$ cat config.mk
export PLATFORM = sky130hd
export DESIGN_NAME = ahbl_apb_bridge
export DESIGN_NICKNAME = d
export VERILOG_FILES = /design/src/rtl/ahbl_apb_pkg.sv /design/src/rtl/brg_sequencer.sv /design/src/rtl/brg_xfer_latch.sv /design/src/rtl/brg_sel_decode.sv /design/src/rtl/brg_rdata_return.sv /design/src/rtl/ahbl_apb_bridge.sv
export SDC_FILE = /design/constraint.sdc
export NUM_CORES = 1
export LEC_CHECK = 0
export CAP_MARGIN = 10
export CORE_AREA = 2 2 105 107
export DETAILED_ROUTE_END_ITERATION = 8
export DIE_AREA = 0 0 107 109
export DONT_BUFFER_PORTS = 1
export PLACE_DENSITY = 0.5
export SYNTH_ARGS = -nofsm -noshare
export SYNTH_HDL_FRONTEND = slang
export SYNTH_SLANG_ARGS = --single-unit
$ cat constraint.sdc
create_clock -name clk -period 1.7 [get_ports clk]
set_input_delay 0.34 -clock clk [delete_from_list [all_inputs] [get_ports clk]]
set_output_delay 0.34 -clock clk [all_outputs]
set_load 0.01 [all_outputs]
$ cat src/rtl/ahbl_apb_pkg.sv
package ahbl_apb_pkg;

    typedef enum logic [1:0] {
        ST_IDLE   = 2'd0,
        ST_WDATA  = 2'd1,
        ST_SETUP  = 2'd2,
        ST_ENABLE = 2'd3
    } brg_state_e;

    localparam logic [1:0] TR_IDLE   = 2'd0;
    localparam logic [1:0] TR_BUSY   = 2'd1;
    localparam logic [1:0] TR_NONSEQ = 2'd2;
    localparam logic [1:0] TR_SEQ    = 2'd3;

endpackage

$ cat src/rtl/brg_sequencer.sv
module brg_sequencer
    import ahbl_apb_pkg::*;
(
    input  logic       clk,
    input  logic       rst_n,
    input  logic       accept,
    input  logic       acc_write,
    input  logic       lat_write,
    output brg_state_e state,
    output logic       ready_out,
    output logic       phase_on,
    output logic       strobe,
    output logic       wd_capture,
    output logic       rd_capture
);

    brg_state_e nxt;

    // State register
    always_ff @(posedge clk or negedge rst_n) begin
        if (!rst_n) begin
            state <= ST_IDLE;
        end else begin
            state <= nxt;
        end
    end

    // Next-state logic
    always_comb begin
        nxt = state;
        unique case (state)
            ST_IDLE: begin
                if (accept) begin
                    nxt = acc_write ? ST_WDATA : ST_SETUP;
                end
            end
            ST_WDATA:  nxt = ST_SETUP;
            ST_SETUP:  nxt = ST_ENABLE;
            ST_ENABLE: nxt = ST_IDLE;
            default:   nxt = ST_IDLE;
        endcase
    end

    // Outputs
    always_comb begin
        ready_out  = 1'b0;
        phase_on   = 1'b0;
        strobe     = 1'b0;
        wd_capture = 1'b0;
        rd_capture = 1'b0;
        unique case (state)
            ST_IDLE:  ready_out = 1'b1;
            ST_WDATA: wd_capture = 1'b1;
            ST_SETUP: phase_on = 1'b1;
            ST_ENABLE: begin
                phase_on   = 1'b1;
                strobe     = 1'b1;
                rd_capture = !lat_write;
            end
            default: ready_out = 1'b1;
        endcase
    end

    assert_setup_then_enable_R3: assert property (@(posedge clk) disable iff (!rst_n)
        (state == ST_SETUP) |=> (state == ST_ENABLE));

    assert_wdata_then_setup_R4: assert property (@(posedge clk) disable iff (!rst_n)
        (state == ST_WDATA) |=> (state == ST_SETUP));

    assert_enable_then_idle_R7: assert property (@(posedge clk) disable iff (!rst_n)
        (state == ST_ENABLE) |=> ready_out);

endmodule

$ cat src/rtl/brg_xfer_latch.sv
module brg_xfer_latch #(
    parameter int AW = 16,
    parameter int DW = 32
) (
    input  logic          clk,
    input  logic          rst_n,
    input  logic          accept,
    input  logic [AW-1:0] addr_in,
    input  logic          write_in,
    input  logic          wd_capture,
    input  logic [DW-1:0] wdata_in,
    output logic [AW-1:0] lat_addr,
    output logic          lat_write,
    output logic [DW-1:0] lat_wdata
);

    always_ff @(posedge clk or negedge rst_n) begin
        if (!rst_n) begin
            lat_addr  <= '0;
            lat_write <= 1'b0;
        end else if (accept) begin
            lat_addr  <= addr_in;
            lat_write <= write_in;
        end
    end

    always_ff @(posedge clk or negedge rst_n) begin
        if (!rst_n) begin
            lat_wdata <= '0;
        end else if (wd_capture) begin
            lat_wdata <= wdata_in;
        end
    end

    assert_wdata_from_dphase_R9: assert property (@(posedge clk) disable iff (!rst_n)
        wd_capture |=> (lat_wdata == $past(wdata_in)));

endmodule

$ cat src/rtl/brg_sel_decode.sv
module brg_sel_decode #(
    parameter int NPER = 4,
    parameter int IDXW = 2
) (
    input  logic [IDXW-1:0] idx,
    input  logic            active,
    output logic [NPER-1:0] sel
);

    for (genvar k = 0; k < NPER; k++) begin : g_sel
        assign sel[k] = active && (idx == IDXW'(k));
    end

endmodule

$ cat src/rtl/brg_rdata_return.sv
module brg_rdata_return #(
    parameter int DW   = 32,
    parameter int NPER = 4,
    parameter int IDXW = 2
) (
    input  logic               clk,
    input  logic               rst_n,
    input  logic [NPER*DW-1:0] per_rdata,
    input  logic [IDXW-1:0]    idx,
    input  logic               capture,
    output logic [DW-1:0]      rdata_out
);

    logic [DW-1:0] slice [NPER];
    logic [DW-1:0] picked;

    for (genvar k = 0; k < NPER; k++) begin : g_slice
        assign slice[k] = per_rdata[k*DW +: DW];
    end

    always_comb begin
        picked = '0;
        for (int k = 0; k < NPER; k++) begin
            if (idx == IDXW'(k)) begin
                picked = slice[k];
            end
        end
    end

    always_ff @(posedge clk or negedge rst_n) begin
        if (!rst_n) begin
            rdata_out <= '0;
        end else if (capture) begin
            rdata_out <= picked;
        end
    end

    assert_rdata_hold_R8: assert property (@(posedge clk) disable iff (!rst_n)
        !capture |=> $stable(rdata_out));

endmodule

$ cat src/rtl/ahbl_apb_bridge.sv
module ahbl_apb_bridge
    import ahbl_apb_pkg::*;
#(
    parameter int AW   = 16,
    parameter int DW   = 32,
    parameter int NPER = 4
) (
    input  logic               clk,
    input  logic               rst_n,
    input  logic               sel_in,
    input  logic [AW-1:0]      addr_in,
    input  logic [1:0]         trans_in,
    input  logic               write_in,
    input  logic [DW-1:0]      wdata_in,
    input  logic               ready_in,
    output logic               ready_out,
    output logic [DW-1:0]      rdata_out,
    output logic [NPER-1:0]    per_sel,
    output logic               per_en,
    output logic               per_write,
    output logic [AW-1:0]      per_addr,
    output logic [DW-1:0]      per_wdata,
    input  logic [NPER*DW-1:0] per_rdata
);

    localparam int IDXW = (NPER > 1) ? $clog2(NPER) : 1;

    brg_state_e      state;
    logic            accept;
    logic            phase_on;
    logic            wd_capture;
    logic            rd_capture;
    logic [IDXW-1:0] idx;

    assign accept = sel_in && ready_in && (state == ST_IDLE)
                 && ((trans_in == TR_NONSEQ) || (trans_in == TR_SEQ));

    assign idx = per_addr[AW-1 -: IDXW];

    brg_sequencer u_seq (
        .clk        (clk),
        .rst_n      (rst_n),
        .accept     (accept),
        .acc_write  (write_in),
        .lat_write  (per_write),
        .state      (state),
        .ready_out  (ready_out),
        .phase_on   (phase_on),
        .strobe     (per_en),
        .wd_capture (wd_capture),
        .rd_capture (rd_capture)
    );

    brg_xfer_latch #(.AW(AW), .DW(DW)) u_latch (
        .clk        (clk),
        .rst_n      (rst_n),
        .accept     (accept),
        .addr_in    (addr_in),
        .write_in   (write_in),
        .wd_capture (wd_capture),
        .wdata_in   (wdata_in),
        .lat_addr   (per_addr),
        .lat_write  (per_write),
        .lat_wdata  (per_wdata)
    );

    brg_sel_decode #(.NPER(NPER), .IDXW(IDXW)) u_dec (
        .idx    (idx),
        .active (phase_on),
        .sel    (per_sel)
    );

    brg_rdata_return #(.DW(DW), .NPER(NPER), .IDXW(IDXW)) u_rret (
        .clk       (clk),
        .rst_n     (rst_n),
        .per_rdata (per_rdata),
        .idx       (idx),
        .capture   (rd_capture),
        .rdata_out (rdata_out)
    );

    assert_en_needs_sel_R10: assert property (@(posedge clk) disable iff (!rst_n)
        per_en |-> ($countones(per_sel) == 1));

    assert_sel_onehot_R10: assert property (@(posedge clk) disable iff (!rst_n)
        $onehot0(per_sel));

    assert_stable_in_enable_R5: assert property (@(posedge clk) disable iff (!rst_n)
        per_en |-> ($stable(per_addr) && $stable(per_write) && $stable(per_wdata)));

    assert_busy_not_ready_R7: assert property (@(posedge clk) disable iff (!rst_n)
        (per_sel != '0) |-> !ready_out);

    assert_ignore_offer_R2: assert property (@(posedge clk) disable iff (!rst_n)
        (ready_out && !(sel_in && ready_in && trans_in[1])) |=> ready_out);

    assert_accept_busy_R11: assert property (@(posedge clk) disable iff (!rst_n)
        (ready_out && sel_in && ready_in && trans_in[1]) |=> !ready_out);

endmodule

Word-level counts from Yosys, hierarchy flattened
Index checks and enable logic that the tools add are counted.

Register bits after elaboration: 83. Bits in latches: 0. Bits in writable memories: 0. Bits in read-only memories: 0. Input port bits: 183. Output and inout port bits: 87. Logic and storage cells: 38. Memories kept: 0.

Add/sub/neg operators: 0. Multiply operators: 0. Divide/modulo/power cells: 0. Magnitude comparators: 0. Eq/ne operators: 9. Shift-type cells: 0. Mux-type cells: 12. Bitwise logic cells: 0. Reductions and logical operators: 12.

Operator list (count): 32-bit two-way mux (4); 2-bit equality test, second input constant (6); 2-bit one-hot mux with 4 select lines (1); 1-bit logical AND (7); 1-bit two-way mux (5); 2-bit by 1-bit equality test with 1-bit output, second input constant (2); 2-bit logical NOT (2); 2-bit two-way mux (2); 2-bit != test, second input constant (1); 2-bit OR reduction (1); 1-bit logical NOT (1); 1-bit logical OR (1).

Depth between registers and ports, before layout
Gate-level depths: netlist (run 1).

Word-level depth: 5. Gate-level depth with buffers: 7. Gate-level depth less buffers: 5.

By module
From an unflattened synthesis (run 1), not the netlist that was laid out.

Cell total of the unflattened synthesis: 305. Area total of the unflattened synthesis: 4315.4 sq um.

By module, submodules not included: brg_rdata_return (times used 1, cells an instance 178, area an instance 2070.7 sq um, sequential area each 800.8 sq um); brg_xfer_latch (times used 1, cells an instance 104, area an instance 2030.7 sq um, sequential area each 1226.2 sq um); brg_sequencer (times used 1, cells an instance 17, area an instance 161.4 sq um, sequential area each 50.0 sq um); brg_sel_decode (times used 1, cells an instance 4, area an instance 37.5 sq um, sequential area each 0.0 sq um); ahbl_apb_bridge (times used 1, cells an instance 2, area an instance 15.0 sq um, sequential area each 0.0 sq um).

Worst setup path before layout (run 1)
OpenSTA, ideal clock, no wires.

Kind: reg-to-reg. From: register u_seq.state[0]. To: register u_latch.lat_addr[10]. Library setup time: 0.128 ns. Data arrival time: 1.484 ns. Data required time: 1.572 ns. Setup slack: 0.089 ns. Cell stages (with the launch flop): 6. Path buffers: 1. Clock period less this slack: 1.611 ns. Cells stage by stage: dfrtp_1 > inv_1 > ha_1 > nand4_1 > buf_2 > mux2_1.

Longest elaborated chain between the ends: 3.

Ends and longest elaborated chain: start: declaration (line brg_sequencer.sv:9) `output brg_state_e state,`; start signal: assignment (line brg_sequencer.sv:24) `state <= nxt;`; 2-bit logical NOT (line ahbl_apb_bridge.sv:35) `assign accept = sel_in && ready_in && (state == ST_IDLE)`; 1-bit logical AND (line ahbl_apb_bridge.sv:35); 1-bit logical AND (line ahbl_apb_bridge.sv:36) `&& ((trans_in == TR_NONSEQ) || (trans_in == TR_SEQ));`; end signal: assignment (line brg_xfer_latch.sv:22) `lat_addr <= addr_in;`; end: declaration (line brg_xfer_latch.sv:12) `output logic [AW-1:0] lat_addr,`.

Every way passes these cells. A chain may end at the register's enable or synchronous reset.

Worst setup path in the final report (run 1)
From: register u_seq.state[1]. To: output per_sel[0].

Longest elaborated chain between the ends: 4. Elaborated cells on any way between the ends: 5. Those cells by class: 2 x eq/ne; 1 x mux; 2 x reduce/logical.

Ends and longest elaborated chain: 2-bit equality test (line brg_sequencer.sv:51) `unique case (state)`; 2-bit OR reduction (no line) (*); 1-bit two-way mux (*) (line brg_sequencer.sv:51); 1-bit logical AND (*) (line brg_sel_decode.sv:11) `assign sel[k] = active && (idx == IDXW'(k));`; end: declaration (line ahbl_apb_bridge.sv:18) `output logic [NPER-1:0] per_sel,`.

Mark *: on every way between the ends. The rest lies on a longest branch, timed or not.

==> flow_summary.ini, run 1 <==
[setup_path]
critical_path_startpoint_category = register
critical_path_capture_point_type = primary output
critical-path-top-delay-family = flip-flops
critical_path.cell_chain = ha_4 > buf_6 > nor2_4 > nor3_2 > buf_4
critPathSlowestCell = dfrtp_2
cp_max_fanout = 3
setup.reg_to_reg.worst_slack_ns = 0.11
crit_type = reg -> out
worst-endpoint-arrival_ns = 1.41
worst-endpoint-required_ns = 1.36
critPathMaxStageDelay_ns = 0.46
crit_buf_inv = 2

[yosys]
yosysWarningCount = 0
synth_ff_type = dfrtp_1
synthesis.area_sq_um = 4210
yosysTopAreaCellShare_pct = 49.33
syn-mean-instance-area_sq_um = 13.54
synthDominantAreaCellType = dfrtp_1
proportion_of_synthesized_flip_flops_having_asynchronous_set_or_reset_pct = 100.0
postSynthRegisterBits = 83
synth_cells = 311
edff_count_synth = 0
synth_nets = 499
largest_cells_by_area_after_synthesis = dfrtp_1, mux2i_1, mux2_1, o221ai_2, nand2_1
netlist-cell-type-count = 26
portion_of_the_post_synthesis_area_used_by_sequential_elements_pct = 49.33

[clock_network]
worst_skew_pair.late_latency_ns = 0.35
ctsHtreeMaxLevel = 3
cts.clk_slew.worst_paths_ns = 0.09
clock_tree.buffer_depth = 2
clkSinkCount = 83
cts-buffers-inserted = 9
root_buffer = clkbuf_8
tritoncts = done

[placement]
hpwlAfterDp_um = 7139
portBuffers = 0
preCtsSetupSlack_ns = 0.1554
globalplace.congestion = 0.7338

[floorplanning]
effective_utilization_at_floorplan_pct = 39.71
core-area_sq_um = 10600
die_height_um = 109
die_width_um = 107
rows = 38
design.die.area_sq_um = 11660
top_level_ports = 270

[sta]
worstMarginPinSlew_ns = 0.3696
max_clock_freq_mhz = 571.6
max_slew_violation_count = 0
unrepaired_setup_endpoints_after_global_routing = yes
final.setup.worst_slack_ns = -0.04935
period_minus_slack_ns = 1.749
final.period_utilization_pct = 102.9
clock_skew_ns = 0.008084
final-hold-violation-count = 83
max-slew-margin-rel_pct = 75.36
timing.final.setup_violations = 2
hold_ws_ns = -0.3273

[detailed_routing]
detail_route.wl_per_cell_um = 21.31
route.vias.total = 2550
detail_route.drc_violations = 0
detail_route.iter0.violations = 110
drt-vias-per-instance = 5.543
postRouteAntennaNets = 0
sum_of_routed_wire_length_over_all_layers_um = 9801
first_pass_iters = 4

[power]
power.ir.vdd_worst_mv = 0.7621
power.leakage_uw = 0.002018
power_density_nw_per_um2 = 2030
power_uw = 9574

[outcome]
outcome = complete, but fails checks
violations = hold timing, setup timing

[layout]
num-nets-final = 503
n_antenna_cell = 0
final.fill_count = 954
ff_latch_area_sq_um = 2083
multi_input_area_sq_um = 2002
drive_gt1_share_pct = 24.69
flow.area_growth_from_synthesis_pct = 12.04

[grt]
grt_first_pass_wirelength_um = 14170
first_global_vias = 2706
gr-total-overflow = 0
initial_antenna_violation_count = 0
grt_start_max_net_pins = 84
global_route.usage.total_pct = 16.14

[flow_run]
maxCapViolCount = 0

[worst_hold_path]
hold_class = in -> async
## worst reg2reg max path, cell delays in order (launching register included)
cell and delay [ns]:
dfrtp_2 0.45, inv_2 0.09, buf_4 0.14, ha_4 0.14, nand4_1 0.13, buf_12 0.20, mux2_1 0.32
## report_power, final
group	switching, uW	total, uW	internal [uW]
registers	1280	4280	3000
logic	1800	3690	1900
clock network	758	1600	847
## placed cells by master (no fill, tap or decap), types with 3 or more instances in the layout
master / instances
o221ai_2: 30
mux2i_1: 64
clkbuf_8: 9
nand2_1: 33
buf_4: 10
ha_4: 3
mux2_1: 47
dfrtp_1: 80
buf_12: 6
## layout make-up
cell class	instances	area share [%]
clock buffers	10	2.706
clock inverters	6	2.042
inverters	4	0.3183
multi-input cells	199	42.44
flip-flops and latches	83	44.16
well taps	140	3.714
repair buffers	18	4.615
## cell usage after synthesis, types with 2 or more instances
cell	number
a221oi_1	2
a31oi_1	2
buf_12	3
buf_2	17
buf_4	3
dfrtp_1	83
ha_1	5
inv_1	3
mux2_1	47
mux2i_1	64
nand2_1	33
nor2_1	3
nor2b_1	2
nor3_1	2
o221ai_1	2
o221ai_2	30
## per-stage QoR
step                hold slack [ns]  setup TNS, ns  instances  cell area [sq um]  util [%]
floorplan                   0.04441              0        311               4210         -
global placement            0.04597              0        441               4394     41.44
detailed placement          0.04586              0        441               4394     41.44
CTS                         -0.3580        -0.2803        460               4695     44.28
global route                -0.3678        -0.3961        460               4717     44.49
finish                      -0.3273       -0.09559        460               4717     44.49
## state kept, by name, indices dropped and copies added, names as in the netlist
name	flops
u_seq.state	2
u_latch.lat_write	1
u_rret.rdata_out	32
u_latch.lat_addr	16
u_latch.lat_wdata	32
## what timing repair did
| item | CTS | global route |
|---|---|---|
| setup endpoints to repair | 4 | 14 |
| buffers inserted | 3 | 0 |
| endpoints found under the hold margin | 83 | 83 |
| pin swaps | 2 | 2 |
| gates resized for setup | 13 | 6 |
| cloned | 0 | 0 |
## final timing paths
| check | start | to | cells after the start |
|---|---|---|---|
| hold reg to reg | u_latch.lat_wdata[18] | u_latch.lat_wdata[18] | 1 |
| min in group clk | wdata_in[1] | u_latch.lat_wdata[1] | 1 |
| max in group asynchronous | rst_n | u_latch.lat_addr[15] | 0 |
| hold / removal | rst_n | u_latch.lat_addr[8] | 0 |
| setup reg to reg | u_seq.state[0] | u_latch.lat_addr[12] | 6 |
| setup / recovery | u_seq.state[1] | per_sel[0] | 5 |
## layer usage
layer,routed length (um),GRT usage (%),vias up
met5,0,0,-
met4,119,6.122,0
met3,863,5.380,10
met2,5139,28.80,142
met1,3679,17.90,1248
li1,-,-,1150
## cells by family (layout without fill, tap and decap cells)
family          after synthesis  count (layout)  synth area share (%)
fa+ha+maj                     5               5                 1.486
mux                         112             112                 28.05
buf+inv                      29              38                 4.695
compound gates               38              38                 12.07
simple gates                 44              44                 4.369
flops                        83              83                 49.33
Note: power is estimated with default switching activity, not from simulation.
==> run 2: changes to the inputs <==
--- a/config.mk
+++ b/config.mk
@@ -6,11 +6,12 @@
 export NUM_CORES = 1
 export LEC_CHECK = 0
 export CAP_MARGIN = 10
-export CORE_AREA = 2 2 105 107
+export CORE_AREA = 2 2 106 108
 export DETAILED_ROUTE_END_ITERATION = 8
-export DIE_AREA = 0 0 107 109
+export DIE_AREA = 0 0 108 110
 export DONT_BUFFER_PORTS = 1
-export PLACE_DENSITY = 0.5
+export PLACE_DENSITY = 0.51
 export SYNTH_ARGS = -nofsm -noshare
 export SYNTH_HDL_FRONTEND = slang
+export SYNTH_HIERARCHICAL = 1
 export SYNTH_SLANG_ARGS = --single-unit
==> run 2 against run 1 <==
  * The flow still finishes with violations (hold timing, setup timing)
  * Fmax is 4.7% lower
  * Clock-buffer cell count stayed put
  * Worst setup slack worse by 0.086 ns
  * Clock power is 7% lower
  * Largest power group unchanged
  * Highest routed layer unchanged
==> flow_summary.ini, run 2 <==
[grt]
gr-total-overflow = 0
global_route.usage.total_pct = 15.46
first_global_vias = 2631
grt_start_max_net_pins = 84
initial_antenna_violation_count = 0
grt_first_pass_wirelength_um = 13790

[yosys]
synth_ff_type = dfrtp_1
postSynthRegisterBits = 83
synth_top_cells_by_count = dfrtp_1, mux2i_1, mux2_4
largest_cells_by_area_after_synthesis = dfrtp_1, mux2i_1, mux2_4, o221ai_1, nand2b_1
edff_count_synth = 0
synth_most_common_cell = dfrtp_1
yosysWarningCount = 6
synthesis.area_sq_um = 4315
synth_cells = 305
proportion_of_synthesized_flip_flops_having_asynchronous_set_or_reset_pct = 100.0
synthDominantAreaCellType = dfrtp_1
yosysTopAreaCellShare_pct = 48.13
synth_nets = 492
syn-mean-instance-area_sq_um = 14.15
netlist-cell-type-count = 25
portion_of_the_post_synthesis_area_used_by_sequential_elements_pct = 48.13

[layout]
finish.instance_area_sq_um = 4656
final.fill_count = 976
finalCoreUtilization_pct = 43.52
reg_top3 = u_latch/lat_wdata x32, u_rret/rdata_out x32, u_latch/lat_addr x16
num-nets-final = 494
layout.cells.most_common = dfrtp_1
n_antenna_cell = 0
drive_gt1_share_pct = 29.49
flow.area_growth_from_synthesis_pct = 7.886
final-instance-count-excl-fill = 452
final_cell_mix = dfrtp_1, mux2i_1, mux2_4, nand2b_1, o221ai_1
multi_input_area_sq_um = 2047
ff_latch_area_sq_um = 2082

[detailed_routing]
detail_route.iter0.violations = 74
first_pass_iters = 4
postRouteAntennaNets = 0
detail_route.drc_violations = 0
drt-vias-per-instance = 5.553
sum_of_routed_wire_length_over_all_layers_um = 9748
detail_route.wl_per_cell_um = 21.57
route.vias.total = 2510

[setup_path]
critical_path_startpoint_category = register
crit_buf_inv = 1
worst-endpoint-required_ns = 1.36
regToRegStartpoint = u_seq/state[1]
worst-endpoint-arrival_ns = 1.50
setup.reg_to_reg.worst_slack_ns = 0.08
cp_max_fanout = 4
reg2reg_depth = 5
critical_path_capture_point_type = primary output
critical_path.cell_chain = inv_2 > ha_4 > or2_4 > and3b_2
critPathSlowestCell = dfrtp_1
regToRegEndpoint = u_latch/lat_wdata[31]
crit_type = reg -> out
critical-path-top-delay-family = simple AND/OR/NAND/NOR gates
critPathMaxStageDelay_ns = 0.40

[clock_network]
root_buffer = clkbuf_8
clock_tree.buffer_depth = 2
tritoncts = done
ctsHtreeMaxLevel = 3
worst_skew_pair.late_latency_ns = 0.35
cts.clk_slew.worst_paths_ns = 0.09
clkSinkCount = 83
cts-buffers-inserted = 9

[placement]
numPlacedInstances = 434
detailed_place.area_sq_um = 4384
globalplace.congestion = 0.7458
hpwlAfterDp_um = 7176
portBuffers = 0

[sta]
unrepaired_setup_endpoints_after_global_routing = yes
max_slew_violation_count = 0
timing.final.setup_violations = 4
final.setup.worst_slack_ns = -0.1351
max_clock_freq_mhz = 544.9
final.period_utilization_pct = 107.9
period_minus_slack_ns = 1.835
final-hold-violation-count = 83
worstMarginPinSlew_ns = 0.4266
clock_skew_ns = 0.007668
max-slew-margin-rel_pct = 71.56
hold_ws_ns = -0.3239

[floorplanning]
rows = 38
die_height_um = 110
die_width_um = 108
effective_utilization_at_floorplan_pct = 40.34
top_level_ports = 270
design.die.area_sq_um = 11880
core-area_sq_um = 10700

[flow_run]
maxCapViolCount = 0

[power]
power_density_nw_per_um2 = 2045
power_uw = 9519
power.leakage_uw = 0.002053
power.ir.vdd_worst_mv = 0.9324

[worst_hold_path]
hold_class = in -> async

[outcome]
violations = hold timing, setup timing
outcome = complete, but fails checks
## run 2: metrics by stage
stage / setup TNS [ns] / setup WS (ns)
6_report: -0.4128 / -0.1351
5_1_grt: -0.5957 / -0.1798
4_1_cts: -0.4818 / -0.1519
3_5_place_dp: 0 / 0.06989
3_3_place_gp: 0 / 0.08793
2_1_floorplan: 0 / 0.1533
## run 2: what timing repair did
action	CTS	global route
setup endpoints to repair	4	5
pin swaps	1	0
gates cloned	0	0
buffers inserted	1	1
resized for setup	10	2
hold endpoints to repair	83	83
## run 2: logic make-up (layout without fill, tap and decap cells)
group	after synthesis	after routing	synth area share, %
buffers and inverters	24	31	5.770
adders and majority gates	4	4	1.160
AOI/OAI and AO/OA	34	34	6.756
DFF	83	83	48.13
and+or+nand+nor	46	46	6.843
muxes	114	114	31.34
## run 2: layout make-up
class                      count  share of cell area, %
clock buffer                  10                  2.956
timing repair buffer          13                  2.902
multi-input combinational    198                  43.97
clock inverter                 6                  1.532
inverter                       2                 0.1612
sequential                    83                  44.72
tap                          140                  3.762
## run 2: worst max path at each step
| stage | startpoint | to | slack (ns) | cells past startpoint |
|---|---|---|---|---|
| after global placement | u_seq/state[1] | per_sel[3] | 0.09 | 3 |
| after detailed placement | u_seq/state[1] | per_sel[3] | 0.07 | 3 |
| after global routing | u_seq/state[0] | per_sel[2] | -0.18 | 4 |
| after CTS | u_seq/state[1] | per_sel[2] | -0.15 | 3 |
| final | u_seq/state[0] | per_sel[2] | -0.14 | 4 |
| after floorplan | u_seq/state[0] | per_sel[3] | 0.15 | 3 |
## run 2: per-layer routing
metal	vias up	wire length, um	track usage, %
li1	1131	-	-
met1	1221	3584	17.47
met2	153	5038	27.31
met3	5	1038	5.056
met4	0	86	5.769
met5	-	0	0
## run 2: worst reg2reg max path: cells and delay by family, from the launching register on
family / cells / cell delay (ns)
buffers and inverters: 3 / 0.53
flip-flops: 1 / 0.45
multiplexers: 1 / 0.38
adder cells (fa/ha/maj): 1 / 0.16
## run 2: power breakdown
| group | total (uW) | switching (uW) | internal [uW] |
|---|---|---|---|
| sequential | 4310 | 1310 | 3000 |
| clock | 1490 | 748 | 738 |
| combinational | 3720 | 1530 | 2190 |
